## config.mk

```make
export PLATFORM = sky130hd
export DESIGN_NAME = result_cmp_unit
export DESIGN_NICKNAME = d
export VERILOG_FILES = /design/src/rtl/result_cmp_pkg.sv /design/src/rtl/rcmp_key.sv /design/src/rtl/rcmp_bounds.sv /design/src/rtl/rcmp_eval.sv /design/src/rtl/rcmp_out_stage.sv /design/src/rtl/result_cmp_unit.sv
export SDC_FILE = /design/constraint.sdc
export NUM_CORES = 1
export LEC_CHECK = 0
export ABC_CLOCK_PERIOD_IN_PS = 800
export BUFFER_PORTS_ARGS = -buffer_cell sky130_fd_sc_hd__buf_2
export CORE_ASPECT_RATIO = 0.75
export CORE_MARGIN = 4
export CORE_UTILIZATION = 29
export CTS_BUF_LIST = sky130_fd_sc_hd__clkbuf_16
export DETAILED_ROUTE_END_ITERATION = 12
export PLACE_DENSITY = 0.55
export SLEW_MARGIN = 20
export SYNTH_ARGS = -nofsm -noshare
export SYNTH_HDL_FRONTEND = slang
export SYNTH_SLANG_ARGS = --single-unit
```

## constraint.sdc

```tcl
create_clock -name clk_i -period 0.8 [get_ports clk_i]
set_clock_uncertainty 0.15 [all_clocks]
set_input_delay 0.16 -clock clk_i [delete_from_list [all_inputs] [get_ports clk_i]]
set_output_delay 0.16 -clock clk_i [all_outputs]
set_load 0.01 [all_outputs]
```

## src/rtl/result_cmp_pkg.sv

```systemverilog
package result_cmp_pkg;
  typedef enum logic [1:0] {
    CMP_LT      = 2'b00,
    CMP_GE      = 2'b01,
    CMP_INSIDE  = 2'b10,
    CMP_OUTSIDE = 2'b11
  } cmp_mode_e;

  localparam int unsigned NUM_KEYS = 3;  // result, threshold a, threshold b
endpackage

```

## src/rtl/rcmp_key.sv

```systemverilog
// Maps a value onto an unsigned ordering key: flipping the sign bit makes
// two's-complement order equal to unsigned order.
module rcmp_key #(
  parameter int unsigned DW = 16
) (
  input  logic [DW-1:0] val_i,
  input  logic          signed_i,
  output logic [DW-1:0] key_o
);
  always_comb begin
    key_o         = val_i;
    key_o[DW-1]   = val_i[DW-1] ^ signed_i;
  end
endmodule

```

## src/rtl/rcmp_bounds.sv

```systemverilog
module rcmp_bounds #(
  parameter int unsigned DW = 16
) (
  input  logic [DW-1:0] key_a_i,
  input  logic [DW-1:0] key_b_i,
  output logic [DW-1:0] lo_o,
  output logic [DW-1:0] hi_o
);
  logic swap;
  assign swap = key_a_i > key_b_i;
  assign lo_o = swap ? key_b_i : key_a_i;
  assign hi_o = swap ? key_a_i : key_b_i;
endmodule

```

## src/rtl/rcmp_eval.sv

```systemverilog
module rcmp_eval
  import result_cmp_pkg::*;
#(
  parameter int unsigned DW = 16
) (
  input  cmp_mode_e     mode_i,
  input  logic [DW-1:0] key_res_i,
  input  logic [DW-1:0] key_a_i,
  input  logic [DW-1:0] lo_i,
  input  logic [DW-1:0] hi_i,
  output logic          hit_o
);
  logic below_a, in_win;
  assign below_a = key_res_i < key_a_i;
  assign in_win  = (key_res_i >= lo_i) && (key_res_i <= hi_i);

  always_comb begin
    unique case (mode_i)
      CMP_LT:      hit_o = below_a;
      CMP_GE:      hit_o = !below_a;
      CMP_INSIDE:  hit_o = in_win;
      CMP_OUTSIDE: hit_o = !in_win;
      default:     hit_o = 1'b0;
    endcase
  end
endmodule

```

## src/rtl/rcmp_out_stage.sv

```systemverilog
module rcmp_out_stage #(
  parameter int unsigned DW = 16
) (
  input  logic          clk_i,
  input  logic          rst_ni,
  input  logic          in_valid_i,
  input  logic [DW-1:0] in_data_i,
  input  logic          en_i,
  input  logic          hit_i,
  output logic          valid_o,
  output logic [DW-1:0] data_o,
  output logic          match_o
);
  logic accept;
  assign accept = in_valid_i && (!en_i || hit_i);

  always_ff @(posedge clk_i or negedge rst_ni) begin
    if (!rst_ni) begin
      valid_o <= 1'b0;
      match_o <= 1'b0;
      data_o  <= '0;
    end else begin
      valid_o <= accept;
      match_o <= accept && en_i;
      if (accept) data_o <= in_data_i;
    end
  end
endmodule

```

## src/rtl/result_cmp_unit.sv

```systemverilog
module result_cmp_unit
  import result_cmp_pkg::*;
#(
  parameter int unsigned DW = 16
) (
  input  logic          clk_i,
  input  logic          rst_ni,
  input  logic          res_valid_i,
  input  logic [DW-1:0] res_data_i,
  input  logic          cmp_en_i,
  input  logic [1:0]    cmp_mode_i,
  input  logic          signed_i,
  input  logic [DW-1:0] cmp_a_i,
  input  logic [DW-1:0] cmp_b_i,
  output logic          valid_o,
  output logic [DW-1:0] data_o,
  output logic          match_o
);
  logic [NUM_KEYS-1:0][DW-1:0] raw, key;
  logic [DW-1:0] lo, hi;
  logic          hit;

  assign raw[0] = res_data_i;
  assign raw[1] = cmp_a_i;
  assign raw[2] = cmp_b_i;

  for (genvar g = 0; g < NUM_KEYS; g++) begin : g_key
    rcmp_key #(.DW(DW)) u_key (
      .val_i   (raw[g]),
      .signed_i(signed_i),
      .key_o   (key[g])
    );
  end

  rcmp_bounds #(.DW(DW)) u_bounds (
    .key_a_i(key[1]),
    .key_b_i(key[2]),
    .lo_o   (lo),
    .hi_o   (hi)
  );

  rcmp_eval #(.DW(DW)) u_eval (
    .mode_i   (cmp_mode_e'(cmp_mode_i)),
    .key_res_i(key[0]),
    .key_a_i  (key[1]),
    .lo_i     (lo),
    .hi_i     (hi),
    .hit_o    (hit)
  );

  rcmp_out_stage #(.DW(DW)) u_out (
    .clk_i     (clk_i),
    .rst_ni    (rst_ni),
    .in_valid_i(res_valid_i),
    .in_data_i (res_data_i),
    .en_i      (cmp_en_i),
    .hit_i     (hit),
    .valid_o   (valid_o),
    .data_o    (data_o),
    .match_o   (match_o)
  );
endmodule

```

## Word-level counts from Yosys, hierarchy flattened

Cells that the tools add are included.
Widths: inputs -> output; s select.

| cells by class | value |
|---|---|
| equality and inequality tests | 3 |
| muxes and demuxes | 3 |
| order comparisons | 4 |
| reductions and logical operators | 8 |
| bitwise operators | 3 |

Operator list:

| cell | number |
|---|---|
| $mux 16 | 2 |
| $ge 16x16->1 | 1 |
| $gt 16x16->1 | 1 |
| $le 16x16->1 | 1 |
| $lt 16x16->1 | 1 |
| $eq 2x2->1 const B | 2 |
| $pmux 1 s4 | 1 |
| $logic_and 1x1->1 | 3 |
| $logic_not 1->1 | 3 |
| $xor 1x1->1 | 3 |
| $eq 2x1->1 const B | 1 |
| $logic_not 2->1 | 1 |
| $logic_or 1x1->1 | 1 |

| word-level totals | value |
|---|---|
| bits of input ports | 55 |
| register bits after elaboration | 18 |
| logic and storage cells | 24 |

## Depth between registers and ports, before layout

| logic depth | value |
|---|---|
| word-level depth | 10 |
| gate-level depth with buffers | 19 |
| gate-level depth less buffers | 17 |

## By module

Synthesis repeated with hierarchy kept, for this count alone.

| second synthesis, totals | value |
|---|---|
| cells, all modules | 487 |
| area total of the unflattened synthesis | 3839.9 um^2 |

By module, submodules not included:

| module | sequential area each (um^2) | cells each | area each (um^2) | instances |
|---|---|---|---|---|
| rcmp_bounds | 0.0 | 237 | 1541.5 | 1 |
| rcmp_eval | 0.0 | 163 | 1218.7 | 1 |
| rcmp_out_stage | 450.4 | 39 | 715.7 | 1 |
| rcmp_key | 0.0 | 16 | 121.4 | 3 |

## Worst setup path before layout

Ideal clock, no wire load.

| timing path | value |
|---|---|
| path type | input-to-reg |
| start point | input cmp_b_i[9] |
| end point | register u_out.data_o[1] |
| setup time | 125 ps |
| setup slack | -4017 ps |
| arrival time | 4542 ps |
| stages | 18 |
| path through | inv_1 ha_1 a21o_1 a21o_1 a21o_1 a2111oi_1 nor2_1 o311ai_2 buf_6 mux2i_1 ha_1 nand4_1 or4_1 or3_1 and2_4 o211ai_4 buf_12 mux2_4 |

| on the way | value |
|---|---|
| longest elaborated chain between the ends | 8 |
| elaborated cells between the ends (all ways) | 10 |
| those cells by class | 3 x order compare; 3 x mux; 4 x reduce/logical |

RTL lines:

| item | line | RTL |
|---|---|---|
| start: declaration | result_cmp_unit.sv:14 | `input logic [DW-1:0] cmp_b_i,` |
| $gt 16x16->1 | rcmp_bounds.sv:10 | `assign swap = key_a_i > key_b_i;` |
| $mux 16 (on tied branches) | rcmp_bounds.sv:11, rcmp_bounds.sv:12 |  |
| $ge 16x16->1 / $le 16x16->1 (equally long branches) | rcmp_eval.sv:15 | `assign in_win = (key_res_i >= lo_i) && (key_res_i <= hi_i);` |
| $logic_and 1x1->1 (*) | rcmp_eval.sv:15 |  |
| $logic_not 1->1 | rcmp_eval.sv:22 | `CMP_OUTSIDE: hit_o = !in_win;` |
| $pmux 1 s4 (*) | rcmp_eval.sv:18 | `unique case (mode_i)` |
| $logic_or 1x1->1 (*) | rcmp_out_stage.sv:15 | `assign accept = in_valid_i && (!en_i \|\| hit_i);` |
| $logic_and 1x1->1 (*) | rcmp_out_stage.sv:15 |  |
| end signal: assignment | rcmp_out_stage.sv:25 | `if (accept) data_o <= in_data_i;` |
| end: declaration | rcmp_out_stage.sv:11 | `output logic [DW-1:0] data_o,` |

Mark *: on every way between the ends. The rest lies on a longest branch, timed or not.
A chain may end at the register's enable or synchronous reset.

## Final worst setup path

| timing path | value |
|---|---|
| start point | input cmp_b_i[9] |
| end point | register u_out.data_o[3] |

The elaborated chain is that of the path after synthesis.

==> metrics.sh <==
STATUS='finished, violations left'
VIOLATIONS_IN_THE_FINAL_REPORTS='negative hold slack, negative setup slack'
FIN_SETUP_TNS_NS=-72.34
PIN_COUNT=73
FILLER_CELL_COUNT=836
NETLIST_TOP_CELLS_AREA='sky130_fd_sc_hd__ha_1 30%, sky130_fd_sc_hd__dfrtp_1 17%, sky130_fd_sc_hd__mux2i_1 11%, sky130_fd_sc_hd__inv_1 5.0%, sky130_fd_sc_hd__mux2_4 4.6%'
CLK_ROOT_BUFFER_CELL='sky130_fd_sc_hd__clkbuf_16'
TIMING.FINAL.CRIT_SHARE_PCT=576
GRT_PASS1_VIAS=2734
WORSTHOLDPATHTYPE='primary input to async pin'
CTSHTREEMAXLEVEL=1
VIA_DENSITY_PER_INSTANCE=4.77
SYNTH_ASYNC_SR_FLOP_SHARE_PCT=100
NUMBER_OF_ANTENNA_VIOLATIONS_AT_THE_FIRST_CHECK_IN_GLOBAL_ROUTING=0
AREA_GROWTH_SYN_TO_LAYOUT_PCT=60.4
DETAIL-ROUTE-ANTENNA-NETS=0
POSTSYNTHNETCOUNT=396
CTSLONGESTPATHBUFFERS=2
DRT_WL_TOTAL_MM=8.36
DIE_HEIGHT_UM=90.6
SYNTH.MOST_COMMON_CELL='sky130_fd_sc_hd__ha_1'
FINAL_LAYOUT_WORST_HOLD_SLACK_NS=-0.316
GLOBALROUTEOVERFLOWTOTAL=0
NUM_ANTENNA_CELLS=0
SEQ_AREA_FRAC_SYNTH_PCT=17.1
POWER.DENSITY_CELL_AREA_nW_PER_UM2=1440
NETLIST-CELL-TYPE-COUNT=40
POWER_LEAKAGE_nW=2.35
CRITICAL_PATH_CLASS='primary input to register'
SLEW-LIMIT-HEADROOM_PCT=74.8
SYNTHTOPCELLSBYCOUNT='63 x sky130_fd_sc_hd__ha_1, 35 x sky130_fd_sc_hd__inv_1, 30 x sky130_fd_sc_hd__mux2i_1, 18 x sky130_fd_sc_hd__dfrtp_1'
SYNTH-EDFF-COUNT=0
INITIAL_CORE_UTIL_PCT=30.4
GLOBAL_ROUTE_WIRE_LENGTH_BEFORE_REPAIR_MM=13.5
SYNTH_AREA_LEADER_CELL='sky130_fd_sc_hd__ha_1'
MAX_FREQ_MHz=217
CLOCK_SINK_COUNT=18
MULTI_INPUT_AREA_UM2=2210
SETUP_SLACK_NS=-3.81
UNREPAIRED_SETUP_ENDPOINTS_AFTER_GLOBAL_ROUTING='true'
NETS=561
AVGSYNTHCELLAREA_UM2=9.49
VIAS=2624
CORE.ROWCOUNT=29
SHARE_OF_THE_SYNTHESIZED_AREA_IN_THE_TOP_CELL_TYPE_PCT=29.9
NETLIST_AREA_PRE_PLACE_UM2=2640
GRT_MAX_DEGREE=19
WORST_EP_ARRIVAL_TIME_NS=4.59
GRT_USE_TOTAL_PCT=15.2
DRC=0
TYPE_OF_ELEMENT_CAPTURING_THE_CRITICAL_PATH='register'
FRACTION_OF_FINAL_LAYOUT_CELLS_SIZED_BEYOND_DRIVE_STRENGTH_1_PCT=48.4
DETAILED_PLACE_HPWL_MM=6.84
YOSYS_WARNINGS=0
MAXSLEWVIOLCOUNT=0
DIEWIDTH_UM=118
CRITPATHREQUIREDTIME_NS=0.78
DRT_ITER0_DRC=113
WORST_SETUP_PATH_START_KIND='primary input'
CTS_BUFS_INSERTED=3
CTS_TREE='built'
FIRST_PASS_DRT_ITERATIONS=4
YS_FF_LATCH=18
MAX-VDD-IR-DROP_V=0.00139
PORT_BUFFERS=72
FIN_UTIL_PCT=48.8
PATH_CLK_SLEW_NS=0.05
DRT-WIRELENGTH-PER-CELL_UM=15.2
NUMBER_OF_MAXIMUM_CAPACITANCE_CONSTRAINT_VIOLATIONS=0
DIE-AREA_UM2=10700
INSERTION_DELAY_NS=0.25
NUMBER_OF_INSTANCES_IN_THE_SYNTHESIZED_NETLIST=278
SETUP_VIOLATIONS=36
FINALHOLDVIOLATIONS=18
GP_CONGESTION=0.887
WORSTPATHMAXFANOUT=6
TIGHTESTPINTRANSITION_NS=0.368
FF_LATCH_AREA_UM2=450
CORE_AREA_UM2=8670
YOSYS_MOST_USED_DFF='sky130_fd_sc_hd__dfrtp_1'
PERIOD_MINUS_SLACK_NS=4.61
## kinds of logic (layout without fill, tap and decap cells)
| family | after synthesis | after routing | synth area share, % |
|---|---|---|---|
| adders and majority gates | 63 | 63 | 29.9 |
| and+or+nand+nor | 55 | 55 | 10.9 |
| AOI/OAI and AO/OA | 52 | 52 | 13.9 |
| muxes | 48 | 48 | 20.2 |
| buffers and inverters | 39 | 203 | 7.02 |
| DFF | 18 | 18 | 17.1 |
| xor gates and xnor gates | 3 | 3 | 0.996 |
## flip-flops by register name, indices dropped and copies added, names as in the netlist
register / count
u_out.data_o: 16
u_out.match_o: 1
u_out.valid_o: 1
## layout make-up
type / instances / share of cell area (%)
clock buffers: 3 / 1.77
clock inverters: 1 / 0.0887
inverters: 35 / 3.40
multi-input cells: 221 / 52.3
flip-flops and latches: 18 / 10.6
well taps: 108 / 3.19
repair buffers: 164 / 28.6
## metrics by stage
stage,std cells,setup slack [ns],area (um^2),total power (W)
after floorplan,278,-3.77,2690,0.00303
after global placement,525,-4.00,3690,0.00418
after detailed placement,525,-4.08,3690,0.00422
after CTS,547,-3.74,4130,0.00591
after global routing,550,-3.94,4230,0.00653
final,550,-3.81,4230,0.00609
## path summary, 6_finish.rpt
| path | cells past startpoint | endpoint | start | slack [ns] |
|---|---|---|---|---|
| setup / recovery | 22 | u_out.data_o[3] | cmp_b_i[9] | -3.81 |
| hold / removal | 1 | u_out.data_o[8] | rst_ni | -0.32 |
| setup reg to reg | 2 | u_out.data_o[5] | u_out.data_o[5] | -0.24 |
| hold reg to reg | 1 | u_out.data_o[11] | u_out.data_o[11] | 0.36 |
| max in group asynchronous | 1 | u_out.data_o[0] | rst_ni | 0.53 |
| min in group clk_i | 3 | u_out.match_o | cmp_en_i | 0 |
## where the power goes
part	leakage (nW)	internal [W]	switching, W
clock network	0.0385	0.000663	0.000316
logic	2.10	0.00220	0.00166
registers	0.213	0.00112	0.000123
total	2.35	0.00398	0.00210
## cells in the final DEF (no fill, tap or decap), drive strengths merged, types with 2 or more instances in the layout
cell type / netlist / routed
mux2: 18 / 18
a211oi: 3 / 3
nor2: 11 / 11
mux2i: 30 / 30
nor3: 3 / 3
a21o: 7 / 7
a2111oi: 3 / 3
ha: 63 / 63
nand2: 14 / 14
o211ai: 2 / 2
or4: 3 / 3
nand3: 6 / 6
inv: 35 / 35
xor2: 3 / 3
nor2b: 3 / 3
a21oi: 14 / 14
dfrtp: 18 / 18
o21a: 3 / 3
nand2b: 4 / 4
clkbuf: 0 / 3
buf: 4 / 164
nand4: 6 / 6
o21ai: 12 / 12
## critical path, cell delays in order
cell and delay [ns]:
sky130_fd_sc_hd__buf_12 0.09, sky130_fd_sc_hd__inv_12 0.03, sky130_fd_sc_hd__ha_4 0.22, sky130_fd_sc_hd__a21o_1 0.18
sky130_fd_sc_hd__a21o_1 0.15, sky130_fd_sc_hd__a21o_1 0.20, sky130_fd_sc_hd__a2111oi_4 0.38, sky130_fd_sc_hd__nor2_2 0.10
sky130_fd_sc_hd__o311ai_4 0.34, sky130_fd_sc_hd__buf_6 0.18, sky130_fd_sc_hd__buf_16 0.12, sky130_fd_sc_hd__buf_6 0.12
sky130_fd_sc_hd__mux2i_4 0.25, sky130_fd_sc_hd__ha_4 0.15, sky130_fd_sc_hd__nand2_1 0.06, sky130_fd_sc_hd__or4_4 0.51
sky130_fd_sc_hd__or3_4 0.39, sky130_fd_sc_hd__and2_4 0.18, sky130_fd_sc_hd__o211ai_4 0.22, sky130_fd_sc_hd__buf_12 0.15
sky130_fd_sc_hd__buf_8 0.11, sky130_fd_sc_hd__mux2_4 0.30
## metal layers
layer	up-vias	GRT usage (%)	part of all wire, %
li1	1354	-	-
met1	1229	23.1	53
met2	39	24.0	44
met3	2	0.877	2.9
met4	0	2.34	0.35
met5	-	0	0
## what timing repair did
item | in CTS | in global routing
setup buffers | 15 | 5
hold endpoints to repair | 19 | 18
cloned | 3 | 0
resized for setup | 38 | 21
endpoints found under the setup margin | 36 | 36
pin swaps | 5 | 15
No activity file was read; power rests on OpenSTA's default activity.
